<file path="src/rtl/uart_reg_pkg.sv">
package uart_reg_pkg;

   // register word index, taken from byte address bits [3:2]
   typedef enum logic [1:0] {
      REG_RXD  = 2'd0,
      REG_TXD  = 2'd1,
      REG_STAT = 2'd2,
      REG_CTRL = 2'd3
   } reg_sel_e;

   // status word bit positions
   localparam int ST_RXV = 0;
   localparam int ST_RXF = 1;
   localparam int ST_TXE = 2;
   localparam int ST_TXF = 3;
   localparam int ST_IP  = 4;
   localparam int ST_OVR = 5;
   localparam int ST_FRM = 6;
   localparam int ST_PAR = 7;

   // control word bit positions
   localparam int CT_TXCLR = 0;
   localparam int CT_RXCLR = 1;
   localparam int CT_IEN   = 4;

endpackage

</file>
<file path="src/rtl/urb_rx_fifo.sv">
module urb_rx_fifo #(
   parameter int DEPTH  = 8,
   parameter int BYTE_W = 8,
   localparam int PTR_W = $clog2(DEPTH),
   localparam int CNT_W = $clog2(DEPTH + 1)
) (
   input  logic              clk,
   input  logic              rst_n,
   input  logic              push,
   input  logic [BYTE_W-1:0] push_data,
   input  logic              pop,
   input  logic              flush,
   output logic [BYTE_W-1:0] head_data,
   output logic [CNT_W-1:0]  count,
   output logic              can_take
);

   logic [BYTE_W-1:0] slot [DEPTH];
   logic [PTR_W-1:0]  wptr;
   logic [PTR_W-1:0]  rptr;
   logic              take;
   logic              give;

   assign can_take = (count < CNT_W'(DEPTH)) && !flush;
   assign take     = push && can_take;
   assign give     = pop && (count != '0) && !flush;
   assign rptr     = wptr - PTR_W'(count);
   assign head_data = slot[rptr];

   always_ff @(posedge clk) begin
      for (int i = 0; i < DEPTH; i++) begin
         if (take && (wptr == PTR_W'(i))) begin
            slot[i] <= push_data;
         end
      end
   end

   always_ff @(posedge clk) begin
      if (!rst_n) begin
         wptr  <= '0;
         count <= '0;
      end else if (flush) begin
         wptr  <= '0;
         count <= '0;
      end else begin
         if (take) begin
            wptr <= wptr + 1'b1;
         end
         case ({take, give})
            2'b10:   count <= count + 1'b1;
            2'b01:   count <= count - 1'b1;
            default: count <= count;
         endcase
      end
   end

endmodule

</file>
<file path="src/rtl/urb_tx_hold.sv">
module urb_tx_hold #(
   parameter int BYTE_W = 8
) (
   input  logic              clk,
   input  logic              rst_n,
   input  logic              load,
   input  logic [BYTE_W-1:0] load_data,
   input  logic              drop,
   output logic              out_valid,
   output logic [BYTE_W-1:0] out_data,
   input  logic              out_ready
);

   logic room;

   // free now, or emptied by the downstream in this very cycle
   assign room = !out_valid || out_ready;

   always_ff @(posedge clk) begin
      if (!rst_n) begin
         out_valid <= 1'b0;
         out_data  <= '0;
      end else if (drop) begin
         out_valid <= 1'b0;
      end else if (load && room) begin
         out_valid <= 1'b1;
         out_data  <= load_data;
      end else if (out_ready) begin
         out_valid <= 1'b0;
      end
   end

endmodule

</file>
<file path="src/rtl/uart_reg_block.sv">
module uart_reg_block
   import uart_reg_pkg::*;
#(
   parameter int DATA_W     = 32,
   parameter int ADDR_W     = 4,
   parameter int BYTE_W     = 8,
   parameter int FIFO_DEPTH = 8,
   localparam int CNT_W     = $clog2(FIFO_DEPTH + 1)
) (
   input  logic              clk,
   input  logic              rst_n,
   input  logic              bus_en,
   input  logic              bus_we,
   input  logic [ADDR_W-1:0] bus_addr,
   input  logic [DATA_W-1:0] bus_wdata,
   output logic [DATA_W-1:0] bus_rdata,
   input  logic              rx_valid,
   output logic              rx_ready,
   input  logic [BYTE_W-1:0] rx_byte,
   output logic              tx_valid,
   input  logic              tx_ready,
   output logic [BYTE_W-1:0] tx_byte,
   output logic              irq
);

   // elaboration-time parameter checks
   if (DATA_W < ST_PAR + 1) begin : g_bad_data_w
      $error("DATA_W must cover the status and control bits");
   end
   if (ADDR_W < 4) begin : g_bad_addr_w
      $error("ADDR_W must reach address bit 3");
   end
   if (BYTE_W > DATA_W) begin : g_bad_byte_w
      $error("BYTE_W must not exceed DATA_W");
   end
   if ((FIFO_DEPTH < 2) || (FIFO_DEPTH != (1 << $clog2(FIFO_DEPTH)))) begin : g_bad_depth
      $error("FIFO_DEPTH must be a power of two of at least 2");
   end

   reg_sel_e          sel;
   logic              acc_wr, acc_rd;
   logic              wr_txd, wr_ctrl, rd_rxd, rd_stat;
   logic              flush_rx, drop_tx;
   logic [BYTE_W-1:0] head_data;
   logic [CNT_W-1:0]  rx_count;
   logic [DATA_W-1:0] ctrl_q;
   logic [DATA_W-1:0] txd_q;
   logic              ip_q;
   logic [DATA_W-1:0] stat_w;
   logic              unused_addr;

   assign sel         = reg_sel_e'(bus_addr[3:2]);
   assign unused_addr = ^bus_addr;
   assign acc_wr      = bus_en && bus_we;
   assign acc_rd      = bus_en && !bus_we;
   assign wr_txd      = acc_wr && (sel == REG_TXD);
   assign wr_ctrl     = acc_wr && (sel == REG_CTRL);
   assign rd_rxd      = acc_rd && (sel == REG_RXD);
   assign rd_stat     = acc_rd && (sel == REG_STAT);
   assign flush_rx    = wr_ctrl && bus_wdata[CT_RXCLR];
   assign drop_tx     = wr_ctrl && bus_wdata[CT_TXCLR];

   urb_rx_fifo #(
      .DEPTH  (FIFO_DEPTH),
      .BYTE_W (BYTE_W)
   ) u_rx_fifo (
      .clk       (clk),
      .rst_n     (rst_n),
      .push      (rx_valid),
      .push_data (rx_byte),
      .pop       (rd_rxd),
      .flush     (flush_rx),
      .head_data (head_data),
      .count     (rx_count),
      .can_take  (rx_ready)
   );

   urb_tx_hold #(
      .BYTE_W (BYTE_W)
   ) u_tx_hold (
      .clk       (clk),
      .rst_n     (rst_n),
      .load      (wr_txd),
      .load_data (bus_wdata[BYTE_W-1:0]),
      .drop      (drop_tx),
      .out_valid (tx_valid),
      .out_data  (tx_byte),
      .out_ready (tx_ready)
   );

   // control and transmit-data words; status writes fall through unused
   always_ff @(posedge clk) begin
      if (!rst_n) begin
         ctrl_q <= '0;
         txd_q  <= '0;
      end else begin
         if (wr_ctrl) begin
            ctrl_q <= bus_wdata;
         end
         if (wr_txd) begin
            txd_q <= bus_wdata;
         end
      end
   end

   // interrupt-pending flag: a status read wins for one cycle
   always_ff @(posedge clk) begin
      if (!rst_n) begin
         ip_q <= 1'b0;
      end else if (rd_stat) begin
         ip_q <= 1'b0;
      end else if (wr_txd || (rx_count != '0)) begin
         ip_q <= 1'b1;
      end
   end

   always_comb begin
      stat_w         = '0;
      stat_w[ST_RXV] = (rx_count != '0);
      stat_w[ST_RXF] = (rx_count == CNT_W'(FIFO_DEPTH));
      stat_w[ST_TXE] = !tx_valid;
      stat_w[ST_TXF] = tx_valid;
      stat_w[ST_IP]  = ip_q;
      stat_w[ST_OVR] = 1'b0;
      stat_w[ST_FRM] = 1'b0;
      stat_w[ST_PAR] = 1'b0;
   end

   always_comb begin
      case (sel)
         REG_RXD:  bus_rdata = {{(DATA_W - BYTE_W){1'b0}}, head_data};
         REG_TXD:  bus_rdata = txd_q;
         REG_STAT: bus_rdata = stat_w;
         default:  bus_rdata = ctrl_q;
      endcase
   end

   assign irq = ip_q && ctrl_q[CT_IEN];

endmodule

</file>
<file path="config.mk">
export PLATFORM = sky130hd
export DESIGN_NAME = uart_reg_block
export DESIGN_NICKNAME = d
export VERILOG_FILES = /design/src/rtl/uart_reg_pkg.sv /design/src/rtl/urb_rx_fifo.sv /design/src/rtl/urb_tx_hold.sv /design/src/rtl/uart_reg_block.sv
export SDC_FILE = /design/constraint.sdc
export NUM_CORES = 1
export LEC_CHECK = 0
export BUFFER_PORTS_ARGS = -buffer_cell sky130_fd_sc_hd__buf_2
export CAP_MARGIN = 10
export CORE_MARGIN = 10
export CORE_UTILIZATION = 62
export CTS_CLUSTER_SIZE = 10
export DETAILED_ROUTE_END_ITERATION = 16
export PLACE_DENSITY = 0.85
export SLEW_MARGIN = 20
export SYNTH_ARGS = -nofsm -noshare
export SYNTH_HDL_FRONTEND = slang
export SYNTH_SLANG_ARGS = --single-unit
</file>
<file path="constraint.sdc">
create_clock -name clk -period 6.4 [get_ports clk]
set_clock_uncertainty 0.2 [all_clocks]
set_input_delay 0.32 -clock clk [delete_from_list [all_inputs] [get_ports clk]]
set_output_delay 0.32 -clock clk [all_outputs]
set_load 0.01 [all_outputs]
</file>
==> After elaboration in Yosys (flattened, before gate mapping) <==
Memories as Yosys holds them, arrays and structs flattened.
Index checks and enable logic that the tools add are counted.
{ "totals": {"out_inout_bits": 43, "inputBits": 50, "ram_bits": 64, "n_memories": 1, "reg_bits": 81} }
{ "memory_table": {"columns": ["memory", "depth", "word_bits", "rd", "rd_ports_with_merged_regs", "write_ports", "line_no", "text"], "rows": [
  ["u_rx_fifo.slot", 8, 8, 1, 0, 1, "urb_rx_fifo.sv:18", "logic [BYTE_W-1:0] slot [DEPTH];"]
]} }
{ "classes": {"eq_ne": 13, "n_mux": 41, "bitwise_logic": 2, "magnitude_cmp": 1, "reduce_logical": 43, "addsub": 4} }
{ "op_table": {"columns": ["operator", "count"], "rows": [
  ["32-bit case mux with 3 select lines", 1],
  ["8-bit 2-to-1 mux", 7],
  ["8-bit OR reduction", 7],
  ["1-bit 2-to-1 mux", 25],
  ["1-bit logical AND", 22],
  ["3-bit 2-to-1 mux", 7],
  ["3-bit equality test, second input constant", 4],
  ["4-bit case mux with 2 select lines", 1],
  ["2-bit equality test, second input constant", 3],
  ["3-bit by 2-bit equality test with 1-bit output, second input constant", 2],
  ["2-bit OR reduction", 3],
  ["4-bit by 1-bit adder with 4-bit output, second input constant", 1],
  ["2-bit by 1-bit equality test with 1-bit output, second input constant", 2],
  ["4-bit equality test, second input constant", 1],
  ["4-bit < comparator, second input constant", 1],
  ["2-bit nonzero test", 2],
  ["4-bit nonzero test", 1],
  ["4-bit by 1-bit subtractor with 4-bit output, second input constant", 1],
  ["3-bit by 1-bit adder with 3-bit output, second input constant", 1],
  ["3-bit by 1-bit equality test with 1-bit output, second input constant", 1],
  ["1-bit zero test", 3],
  ["3-bit zero test", 1],
  ["3-bit subtractor", 1],
  ["2-bit zero test", 1],
  ["3 further kinds", 5]
]} }

==> Logic depth before layout (Yosys ltp) <==
Gate-level depths: netlist (run 1).
{ "logic_depth": {"depth_word": 17, "mapped_depth": 11, "depth_no_buf": 10} }

==> Cells and area by module <==
Synthesis (run 1) repeated with hierarchy kept, for this count alone.
{ "unflattened": {"hier_cells": 564, "area_unflattened_um2": 6530.0} }
{ "modules_own_cells": {"columns": ["mod", "seq_area_each_um2", "instances", "cells_each", "area_per_inst_um2"], "rows": [
  ["urb_rx_fifo", 2062.0, 1, 160, 3081.7],
  ["uart_reg_block", 1301.2, 1, 364, 3069.2],
  ["urb_tx_hold", 180.2, 1, 40, 379.1]
]} }

==> Worst setup path before layout (run 1) <==
Ideal clock, no wire load.
{ "synth_timing": {"path_type": "register to output", "from": "register u_rx_fifo.wptr[0]", "to": "output bus_rdata[0]", "stages_incl_launch_ff": 10, "setup_slack_ps": 3456, "required_time_ps": 5880, "t_arrival_ps": 2424, "path_cell_list": "dfxtp_1 inv_1 ha_1 inv_1 fa_1 buf_4 clkbuf_8 mux4_2 mux2_1 mux4_2"} }
{ "synth_via": {"elab_chain_len": 3} }
{ "synth_lines": {"columns": ["element", "line_no", "text"], "rows": [
  ["start: declaration", "urb_rx_fifo.sv:19", "logic [PTR_W-1:0] wptr;"],
  ["start signal: assignment", "urb_rx_fifo.sv:47", "wptr <= wptr + 1'b1;"],
  ["3-bit subtractor", "urb_rx_fifo.sv:27", "assign rptr = wptr - PTR_W'(count);"],
  ["memory read 8 x 8 bit", null, null],
  ["32-bit case mux with 3 select lines", "uart_reg_block.sv:130", "case (sel)"],
  ["end: declaration", "uart_reg_block.sv:16", "output logic [DATA_W-1:0] bus_rdata,"]
]} }
Every way passes these cells.

==> Worst setup path in the final report (run 1) <==
{ "layout_timing": {"from": "register u_rx_fifo.wptr[0]", "to": "output bus_rdata[2]"} }
Same word-level chain as after synthesis.

==> flow_summary_export.csv, run 1 <==
group,metric,value,unit
logic_synthesis,synthesis.area_per_instance,11.8,sq um
logic_synthesis,synth-seq-area-share,54.5,%
flow_run,max_cap_violations,0,
logic_synthesis,netlist_instances,553,
placement,gp_congestion,0.815,
sta,timing.max_slew.rel_slack,29.3,%
sta,setup_total_negative_slack,0,ns
logic_synthesis,synthesized_netlist_net_count,614,
critical_path,timing_worst_setup_path_type,"reg2out",
logic_synthesis,synth_top_family_by_area,"multiplexers",
logic_synthesis,post_synth_instance_area,6510,sq um
clock_network,cts.root.buffer_cell,"sky130_fd_sc_hd__clkbuf_8",
logic_synthesis,synth-adder-area-share,2.23,%
detailed_routing,dr.pass1.iters,5,
cells_and_area,most_common_cell_after_layout_fill_and_taps_aside,"sky130_fd_sc_hd__nand2_1",
clock_network,cts_resized,0,
detailed_routing,routed_wire_length_per_instance,18.8,um
sta,number_of_max_slew_violations_in_the_final_report,0,
sta,fin_worst_hold_slack,0.0768,ns
floorplan,horizontal_extent_of_the_die,122,um
sta,setup_viol_count_final,0,
clock_network,ctsHoldBuffers,42,
sta,final-hold-violation-count,0,
detailed_routing,drc,0,
critical_path,crit_path_max_fanout,16,
sta,timing_worst_slew_pin_value,1.06,ns
run_status,run_status,"complete, no violations",
sta,grt_setup_unrepaired,"no",
logic_synthesis,yosys_synthesis_warning_count,0,
clock_network,worstSkewPairLatency,0.52,ns
clock_network,clk_path_buf_depth,2,
clock_network,tritoncts,"done",
detailed_routing,num_vias,4643,
floorplan,rows,37,
logic_synthesis,dominantRegCellSynth,"sky130_fd_sc_hd__dfxtp_1",
floorplan,initial_core_util,63.3,%
power_and_ir_drop,irDropWorstVdd,0.196,mV
critical_path,timing.critical_path.arrival,3.60,ns
clock_network,post_cts.repair.setup_buffers,0,
logic_synthesis,ys_types,47,
critical_path,regToRegStartpoint,"u_rx_fifo.count[2]$_SDFFE_PP0P_",
floorplan,die_height,122,um
logic_synthesis,synth_compound_area_share,9.25,%
global_routing,antenna_found_initial,0,
critical_path,endpoint_kind,"output pin",
global_routing,grt_pass1_vias,4857,
cells_and_area,layout.core_utilization,77.1,%
global_routing,grt_start_max_net_pins,77,
cells_and_area,area.growth.synth_to_final,21.7,%
detailed_routing,ant_nets,0,
placement,post-place-cells,749,
critical_path,critical_path.startpoint_type,"flop",
clock_network,tritoncts_num_sinks,145,
sta,fmaxAchievable,243,MHz
cells_and_area,number_of_antenna_diodes,0,
sta,min_period_over_period,64.4,%
logic_synthesis,synth_mux_area_share,14.8,%
detailed_routing,initialDrtViolationCount,321,
cells_and_area,post_route_cells_drive_above_1_share,21.4,%
critical_path,crit_path_end,"bus_rdata[2]",
floorplan,core-area,10300,sq um
logic_synthesis,synth-xor-area-share,1.21,%
clock_network,depth_of_the_cts_h_tree,4,
floorplan,design.die.area,15000,sq um
global_routing,globalRoute.totalOverflow,0,
cells_and_area,design.final.nets,735,
clock_network,clkTransAtPathRegs,0.06,ns
critical_path,timing.critical_path.from,"u_rx_fifo.wptr[0]$_SDFFE_PP0P_",
cells_and_area,instances_no_fill,823,
placement,dp.final_hpwl,9360,um
logic_synthesis,async_set_or_reset_register_ratio_after_synthesis,0,%
placement,portBuffers,90,
power_and_ir_drop,power.leakage,3.00,nW
detailed_routing,routed_wl,15500,um
detailed_routing,vias_per_cell,5.64,
logic_synthesis,synth-seq-cells,145,
logic_synthesis,synth_simple_gate_area_share,14.1,%
global_routing,total_grt_usage,21.0,%
hold_path,hold_path_class,"in2reg",
logic_synthesis,synth_edf_count,64,
critical_path,worstReg2RegEnd,"u_rx_fifo.count[2]$_SDFFE_PP0P_",
floorplan,io_pins,93,
critical_path,worst_r2r_path_depth,9,
power_and_ir_drop,power-per-cell-area,279,nW/um^2
critical_path,ff2ff_setup_slack,3.37,ns
cells_and_area,commonest_cells_after_routing_fill_and_taps_aside,"sky130_fd_sc_hd__nand2_1, sky130_fd_sc_hd__buf_2, sky130_fd_sc_hd__dfxtp_1",
global_routing,grt_pass1_wl,24800,um
sta,layout_min_cycle_time,4.12,ns
clock_network,cts-buffers-inserted,17,
critical_path,cp.required,5.88,ns
-- final cells by class --
class | instances | area, sq um
Clock buffer | 18 | 418
Fill cell | 617 | 2360
Clock inverter | 14 | 134
Tap cell | 136 | 170
Inverter | 9 | 33.8
Timing Repair Buffer | 137 | 908
Sequential cell | 145 | 3540
Multi-Input combinational cell | 364 | 2710
-- flip-flops by register name, summed over array words and instances, names as in the netlist --
| signal | count |
|---|---|
| u_tx_hold.out_data | 8 |
| txd_q | 32 |
| u_rx_fifo.slot | 64 |
| ip_q | 1 |
| u_tx_hold.out_valid | 1 |
| u_rx_fifo.count | 4 |
| ctrl_q | 32 |
| u_rx_fifo.wptr | 3 |
-- power by group --
part | internal [W] | total [W] | leakage (nW) | switching [W]
logic | 0.000146 | 0.000293 | 1.51 | 0.000147
clock network | 0.000520 | 0.000911 | 0.253 | 0.000391
registers | 0.000993 | 0.00101 | 1.24 | 0.0000159
-- synth_stat cells (all sizes together) (2+ instances only) --
master | count | area, sq um
nor2 | 7 | 28.8
o21ai | 10 | 50.0
a21boi | 64 | 480
nand2 | 131 | 492
xnor2 | 2 | 36.3
mux4 | 20 | 495
dfxtp | 81 | 1620
buf | 5 | 56.3
a211oi | 2 | 20.0
and4b | 2 | 20.0
xor2 | 4 | 42.6
nor2b | 34 | 213
nand3 | 2 | 10.0
and4 | 4 | 38.8
ha | 10 | 125
nand3b | 2 | 15.0
edfxtp | 64 | 1920
and2 | 6 | 37.5
a21oi | 6 | 30.0
inv | 9 | 33.8
clkbuf | 29 | 129
mux2 | 8 | 90.1
mux2i | 38 | 380
-- worst min-delay path by stage --
stage                       startpoint                               end  cells after the start
2_1_floorplan             bus_wdata[0]  u_tx_hold.out_valid$_SDFFE_PP0P_                      1
3_3_place_gp    ctrl_q[1]$_SDFFE_PN0N_            ctrl_q[1]$_SDFFE_PN0N_                      2
3_5_place_dp   ctrl_q[31]$_SDFFE_PN0N_           ctrl_q[31]$_SDFFE_PN0N_                      2
4_1_cts                         bus_we                 ip_q$_SDFFE_PP0P_                      4
5_1_grt                         bus_we                 ip_q$_SDFFE_PP0P_                      4
6_report                        bus_we                 ip_q$_SDFFE_PP0P_                      4
-- through the flow --
stage	worst slack (ns)	cell area, sq um	power [W]
floorplan	3.46	6510	0.00123
global placement	2.90	6950	0.00128
detailed placement	2.82	6950	0.00130
CTS	2.25	7920	0.00222
global route	2.10	7920	0.00229
finish	2.28	7920	0.00221
-- worst max-delay path, cell delays in order (launching register included) --
cell and delay, ns:
sky130_fd_sc_hd__dfxtp_1 0.36, sky130_fd_sc_hd__inv_1 0.14, sky130_fd_sc_hd__ha_1 0.17, sky130_fd_sc_hd__inv_1 0.06, sky130_fd_sc_hd__fa_1 0.97, sky130_fd_sc_hd__mux4_2 0.42, sky130_fd_sc_hd__mux2_1 0.32, sky130_fd_sc_hd__mux4_2 0.48
sky130_fd_sc_hd__buf_2 0.16
-- metal layers --
metal / wire length (um) / vias to the layer above / GRT usage [%]
li1: - / 2188 / -
met1: 6130 / 2285 / 23.4
met2: 8220 / 148 / 38.0
met3: 926 / 22 / 5.88
met4: 231 / 0 / 6.70
met5: 0 / - / 0
-- kinds of logic after synthesis --
kind of cell,count (synthesis)
AO/OA/AOI/OAI,84
XOR/XNOR,6
adder cells (fa/ha/maj),11
buffers and inverters,44
flip-flops,145
multiplexers,66
AND/OR/NAND/NOR,197
Power figures use the tool's default switching activity.
==> run 2, diff against run 1 <==
- ABC_AREA: not set -> 1
- CORE_UTILIZATION: 62 -> 51
- PLACE_DENSITY: 0.85 -> 0.76
- clock period: 6.4 -> 3.7 ns (I/O delays scaled with it)
==> flow_summary_export.csv, run 2 <==
group,metric,value,unit
power_and_ir_drop,power.leakage,3.41,nW
sta,setup_total_negative_slack,0,ns
cells_and_area,most_common_cell_after_layout_fill_and_taps_aside,"sky130_fd_sc_hd__nand2_1",
global_routing,total_grt_usage,20.0,%
critical_path,cp_slowest_cell,"sky130_fd_sc_hd__fa_1",
sta,grt_setup_unrepaired,"no",
detailed_routing,drc,0,
critical_path,critical_path.startpoint_type,"flop",
floorplan,design.die.area,16800,sq um
logic_synthesis,dominantRegCellSynth,"sky130_fd_sc_hd__dfxtp_1",
critical_path,timing.critical_path.arrival,2.64,ns
detailed_routing,routed_wl,16700,um
detailed_routing,routed_wire_length_per_instance,17.0,um
floorplan,io_pins,93,
global_routing,antenna_found_initial,0,
sta,number_of_max_slew_violations_in_the_final_report,0,
global_routing,grt_pass1_vias,5337,
clock_network,tritoncts,"done",
sta,min_period_over_period,81.8,%
cells_and_area,number_of_antenna_diodes,0,
cells_and_area,biggestRegsByFlops,"u_rx_fifo.slot x64, ctrl_q x32, txd_q x32",
detailed_routing,dr.pass1.iters,6,
cells_and_area,final-seq-area,3540,sq um
flow_run,max_cap_violations,0,
sta,timing.max_slew.rel_slack,25.2,%
critical_path,timing_worst_setup_path_type,"reg2out",
floorplan,initial_core_util,52.8,%
floorplan,rows,39,
logic_synthesis,synth-seq-cells,145,
placement,post-place-cells,909,
cells_and_area,instances_no_fill,983,
logic_synthesis,synth-seq-area-share,57.8,%
logic_synthesis,synth.top_cells.by_count,"sky130_fd_sc_hd__nand2_1, sky130_fd_sc_hd__nor2_1, sky130_fd_sc_hd__dfxtp_1",
critical_path,cp.required,3.31,ns
global_routing,grt_pass1_wl,26800,um
detailed_routing,initialDrtViolationCount,707,
clock_network,clkTransAtPathRegs,0.06,ns
sta,layout_min_cycle_time,3.03,ns
clock_network,ctsHoldBuffers,42,
logic_synthesis,synth_edf_count,64,
logic_synthesis,ys_types,30,
detailed_routing,num_vias,5437,
floorplan,horizontal_extent_of_the_die,130,um
sta,setup_viol_count_final,0,
placement,portBuffers,90,
cells_and_area,commonest_cells_after_routing_fill_and_taps_aside,"sky130_fd_sc_hd__nand2_1, sky130_fd_sc_hd__nor2_1, sky130_fd_sc_hd__buf_2",
sta,fmaxAchievable,331,MHz
cells_and_area,largest_register_ffs,64,
floorplan,core-area,11600,sq um
cells_and_area,fin_area,7710,sq um
floorplan,die_height,130,um
sta,final-hold-violation-count,0,
clock_network,cts_resized,0,
clock_network,tritoncts_num_sinks,145,
critical_path,cp_slowest_stage_delay,0.45,ns
logic_synthesis,netlist_instances,700,
placement,dp.final_hpwl,10500,um
sta,timing_worst_slew_pin_value,1.12,ns
logic_synthesis,synth.area.top_cells,"sky130_fd_sc_hd__edfxtp_1, sky130_fd_sc_hd__dfxtp_1, sky130_fd_sc_hd__nand2_1",
logic_synthesis,post_synth_instance_area,6130,sq um
clock_network,post_cts.repair.setup_buffers,0,
cells_and_area,max_flop_register,"u_rx_fifo.slot",
detailed_routing,vias_per_cell,5.53,
power_and_ir_drop,power-per-cell-area,544,nW/um^2
clock_network,worstSkewPairLatency,0.41,ns
power_and_ir_drop,irDropWorstVdd,0.540,mV
placement,gp_congestion,0.858,
logic_synthesis,synthesized_netlist_net_count,761,
sta,fin_worst_hold_slack,0.0187,ns
cells_and_area,area.growth.synth_to_final,25.8,%
cells_and_area,design.final.nets,888,
clock_network,cts.root.buffer_cell,"sky130_fd_sc_hd__clkbuf_16",
critical_path,endpoint_kind,"output pin",
detailed_routing,ant_nets,0,
logic_synthesis,synthesis.area_per_instance,8.76,sq um
logic_synthesis,synth.top_cell.area_share,31.3,%
logic_synthesis,yosys_synthesis_warning_count,0,
global_routing,globalRoute.totalOverflow,0,
critical_path,crit_path_max_fanout,14,
clock_network,depth_of_the_cts_h_tree,4,
critical_path,worstPathCellList,"inv_1 > ha_1 > inv_1 > fa_1 > inv_1 > buf_4 > nand3_1 > nand2_1 > nand2_1 > nand3_1 > nand3_1 > buf_2",
run_status,run_status,"complete, no violations",
cells_and_area,post_route_cells_drive_above_1_share,17.3,%
logic_synthesis,yosysMostFrequentCell,"sky130_fd_sc_hd__nand2_1",
cells_and_area,multiInputGateArea,2270,sq um
cells_and_area,fillers,896,
logic_synthesis,synth_area_leader_cell,"sky130_fd_sc_hd__edfxtp_1",
placement,detailed_place.area,6700,sq um
hold_path,hold_path_class,"in2reg",
clock_network,clk_path_buf_depth,2,
clock_network,cts-buffers-inserted,17,
logic_synthesis,async_set_or_reset_register_ratio_after_synthesis,0,%
global_routing,grt_start_max_net_pins,42,
==> run 2: stage by stage <==
step | total power (W) | worst slack, ns | util (%)
after floorplan | 0.00224 | 1.42 | -
after global placement | 0.00245 | 1.22 | 57.7
after detailed placement | 0.00247 | 1.15 | 57.7
after CTS | 0.00420 | 0.678 | 66.4
after global routing | 0.00438 | 0.507 | 66.4
final | 0.00419 | 0.674 | 66.4
==> run 2: final timing paths <==
path	to	from	cells after the start	slack [ns]
max	bus_rdata[4]	u_rx_fifo.wptr[0]$_SDFFE_PP0P_	12	0.67
min	ip_q$_SDFFE_PP0P_	bus_en	4	0.02
max reg2reg	u_rx_fifo.count[2]$_SDFFE_PP0P_	u_rx_fifo.count[0]$_SDFFE_PP0P_	10	1.38
min reg2reg	ctrl_q[18]$_SDFFE_PN0N_	ctrl_q[18]$_SDFFE_PN0N_	2	0.26
==> run 2: power breakdown <==
group / total (W) / switching (W) / internal (W)
clock network: 0.00172 / 0.000659 / 0.00106
registers: 0.00177 / 0.0000342 / 0.00174
logic: 0.000710 / 0.000461 / 0.000249
total: 0.00419 / 0.00115 / 0.00304
==> run 2: kinds of logic after synthesis <==
kind of cell | share of synthesized area [%]
AOI/OAI and AO/OA | 11.0
buffers and inverters | 5.16
DFF | 57.8
and+or+nand+nor | 23.2
adders and majority gates | 2.37
xor gates and xnor gates | 0.428
==> run 2: final cells by class <==
cell class	instances	share of cell area (%)
Timing Repair Buffer	147	12.7
Clock inverter	14	2.11
Multi-Input combinational cell	478	29.5
Inverter	38	1.85
Clock buffer	18	5.56
Tap cell	143	2.32
Sequential cell	145	45.9
==> run 2: per-layer routing <==
layer / track usage [%] / wire length, um / vias up
met5: 0 / 0 / -
met4: 7.08 / 437 / 0
met3: 4.81 / 1080 / 46
met2: 33.9 / 8360 / 249
met1: 24.4 / 6870 / 2559
li1: - / - / 2583
==> run 2: worst max-delay path: cells and delay by family (launching register included) <==
family                   cells  cell delay, ns
buffers and inverters        5            0.69
adder cells (fa/ha/maj)      2            0.64
flip-flops                   1            0.37
AND/OR/NAND/NOR              5            0.51
==> run 3, diff against run 2 <==
- CORE_UTILIZATION: 51 -> 57
- PLACE_DENSITY: 0.76 -> 0.8
- clock period: 3.7 -> 2.8 ns (I/O delays scaled with it)
==> flow_summary_export.csv, run 3 (synthesized netlist as in run 2, its figures left out) <==
group,metric,value,unit
run_status,run_status,"complete, no violations",
detailed_routing,initialDrtViolationCount,665,
critical_path,ff2ff_setup_slack,0.32,ns
cells_and_area,area.growth.synth_to_final,30.1,%
floorplan,rows,37,
sta,min_period_over_period,98.2,%
cells_and_area,design.final.nets,904,
cells_and_area,commonest_cells_after_routing_fill_and_taps_aside,"sky130_fd_sc_hd__nand2_1, sky130_fd_sc_hd__nor2_1, sky130_fd_sc_hd__buf_2",
global_routing,total_grt_usage,21.8,%
power_and_ir_drop,seq_power_share,41.2,%
clock_network,cts-buffers-inserted,17,
sta,grt_setup_unrepaired,"yes",
clock_network,depth_of_the_cts_h_tree,4,
floorplan,io_pins,93,
global_routing,globalRoute.totalOverflow,0,
power_and_ir_drop,design_power_total,0.00567,W
clock_network,cts.root.buffer_cell,"sky130_fd_sc_hd__clkbuf_8",
global_routing,antenna_found_initial,0,
critical_path,endpoint_kind,"output pin",
critical_path,worst_r2r_path_depth,11,
hold_path,min_to,"txd_q[27]$_SDFFE_PN0P_",
sta,fmaxAchievable,364,MHz
detailed_routing,ant_nets,0,
placement,portBuffers,90,
critical_path,crit_path_max_fanout,8,
global_routing,grt_pass1_wl,26500,um
clock_network,tritoncts_num_sinks,145,
critical_path,regToRegStartpoint,"u_rx_fifo.count[0]$_SDFFE_PP0P_",
critical_path,worstReg2RegEnd,"u_rx_fifo.count[2]$_SDFFE_PP0P_",
cells_and_area,multiInputGateArea,2360,sq um
floorplan,die_height,124,um
clock_network,worstSkewPairLatency,0.52,ns
global_routing,grt_start_max_net_pins,63,
sta,final-hold-violation-count,0,
floorplan,design.die.area,15300,sq um
clock_network,tritoncts,"done",
critical_path,timing_worst_setup_path_type,"reg2out",
sta,setup_viol_count_final,0,
global_routing,grt_pass1_vias,5293,
hold_path,hold_start,"bus_wdata[27]",
cells_and_area,fillers,638,
global_routing,gr-max-usage-layer,"met2",
cells_and_area,number_of_antenna_diodes,0,
sta,fin_worst_hold_slack,0.203,ns
flow_run,max_cap_violations,0,
sta,setup_total_negative_slack,0,ns
placement,dp.final_hpwl,10100,um
floorplan,core-area,10400,sq um
cells_and_area,largest_register_ffs,64,
placement,gp_congestion,0.835,
power_and_ir_drop,power-per-cell-area,710,nW/um^2
clock_network,clk_path_buf_depth,2,
sta,layout_min_cycle_time,2.75,ns
cells_and_area,max_flop_register,"u_rx_fifo.slot",
detailed_routing,num_vias,5526,
detailed_routing,routed_wire_length_per_instance,17.1,um
power_and_ir_drop,power.leakage,3.55,nW
cells_and_area,final-seq-area,3550,sq um
power_and_ir_drop,net-switching-power,0.00159,W
hold_path,hold_path_class,"in2reg",
cells_and_area,layout.core_utilization,76.6,%
power_and_ir_drop,power_switching_share,28.1,%
power_and_ir_drop,irDropWorstVdd,0.547,mV
sta,timing.max_slew.rel_slack,51.1,%
global_routing,grt_util_met3,5.79,%
detailed_routing,drc,0,
hold_path,holdPathStages,4,
sta,timing_worst_slew_pin_value,0.732,ns
cells_and_area,most_common_cell_after_layout_fill_and_taps_aside,"sky130_fd_sc_hd__nand2_1",
critical_path,timing.critical_path.arrival,2.41,ns
detailed_routing,routed_wl,17000,um
global_routing,grtUsageMet1,26.4,%
power_and_ir_drop,pwr-share-clk,39.8,%
detailed_routing,dr.pass1.iters,6,
power_and_ir_drop,pwr-share-comb,19.0,%
sta,number_of_max_slew_violations_in_the_final_report,0,
power_and_ir_drop,power_report.internal_total,0.00407,W
critical_path,cp.required,2.46,ns
critical_path,critical_path.startpoint_type,"flop",
floorplan,initial_core_util,58.9,%
clock_network,clkTransAtPathRegs,0.06,ns
cells_and_area,post_route_cells_drive_above_1_share,21.0,%
detailed_routing,vias_per_cell,5.57,
floorplan,horizontal_extent_of_the_die,124,um
global_routing,global_route.usage.met2,36.6,%
cells_and_area,biggestRegsByFlops,"u_rx_fifo.slot x64, ctrl_q x32, txd_q x32",
-- run 3: metrics by stage --
| step | cell area [sq um] | setup WS (ns) | std cells |
|---|---|---|---|
| 3_3_place_gp | 6720 | 0.447 | 906 |
| 4_1_cts | 7900 | 0.00920 | 991 |
| 6_report | 7980 | 0.0495 | 992 |
| 3_5_place_dp | 6720 | 0.419 | 906 |
| 5_1_grt | 7980 | -0.0153 | 992 |
| 2_1_floorplan | 6130 | 0.563 | 700 |
-- run 3: layout make-up --
class	instances	share of cell area (%)
tap	136	2.13
sequential	145	44.5
timing repair buffer	163	14.6
multi-input combinational	478	29.5
clock inverter	15	2.29
inverter	38	1.79
clock buffer	17	5.19
-- run 3: how the worst max path moves through the flow --
stage / from / to / slack (ns) / cells after the start
after floorplan: u_rx_fifo.wptr[0]$_SDFFE_PP0P_ / bus_rdata[1] / 0.56 / 12
after global placement: u_rx_fifo.wptr[0]$_SDFFE_PP0P_ / bus_rdata[0] / 0.45 / 11
after detailed placement: u_rx_fifo.wptr[0]$_SDFFE_PP0P_ / bus_rdata[0] / 0.42 / 11
after CTS: u_rx_fifo.wptr[0]$_SDFFE_PP0P_ / bus_rdata[0] / 0.009 / 12
after global routing: u_rx_fifo.wptr[0]$_SDFFE_PP0P_ / bus_rdata[3] / -0.02 / 11
final: u_rx_fifo.wptr[0]$_SDFFE_PP0P_ / bus_rdata[4] / 0.05 / 12
-- run 3: metal layers --
metal / up-vias / share of wire [%]
met5: - / 0
met4: 0 / 2.5
met3: 45 / 7.8
met2: 251 / 50
met1: 2610 / 40
li1: 2620 / -
-- run 3: critical path, cell delays in order, from the launching register on --
cell and delay [ns]:
sky130_fd_sc_hd__dfxtp_2 0.33, sky130_fd_sc_hd__inv_2 0.07, sky130_fd_sc_hd__ha_4 0.12, sky130_fd_sc_hd__inv_2 0.03, sky130_fd_sc_hd__fa_2 0.59, sky130_fd_sc_hd__inv_2 0.07
sky130_fd_sc_hd__buf_6 0.14, sky130_fd_sc_hd__nand3_2 0.07, sky130_fd_sc_hd__nand2_1 0.05, sky130_fd_sc_hd__nand2_1 0.08, sky130_fd_sc_hd__nand3_1 0.10, sky130_fd_sc_hd__nand3_1 0.09
sky130_fd_sc_hd__buf_2 0.14
-- run 3: timing repair --
item / CTS / global route
cloned: 2 / 0
setup endpoints to repair: 8 / 8
hold endpoints to repair: 143 / 0
resized for setup: 22 / 14
setup buffers: 3 / 1
hold buffers: 48 / 0
pin swaps: 6 / 3
-- run 3: power groups by stage --
stage                     registers [W]  logic (W)  clock network, W
after floorplan                 0.00237   0.000587                 0
after global placement          0.00238   0.000844                 0
after detailed placement        0.00238   0.000866                 0
after CTS                       0.00233    0.00101           0.00227
after global routing            0.00234    0.00119           0.00237
final                           0.00234    0.00108           0.00226
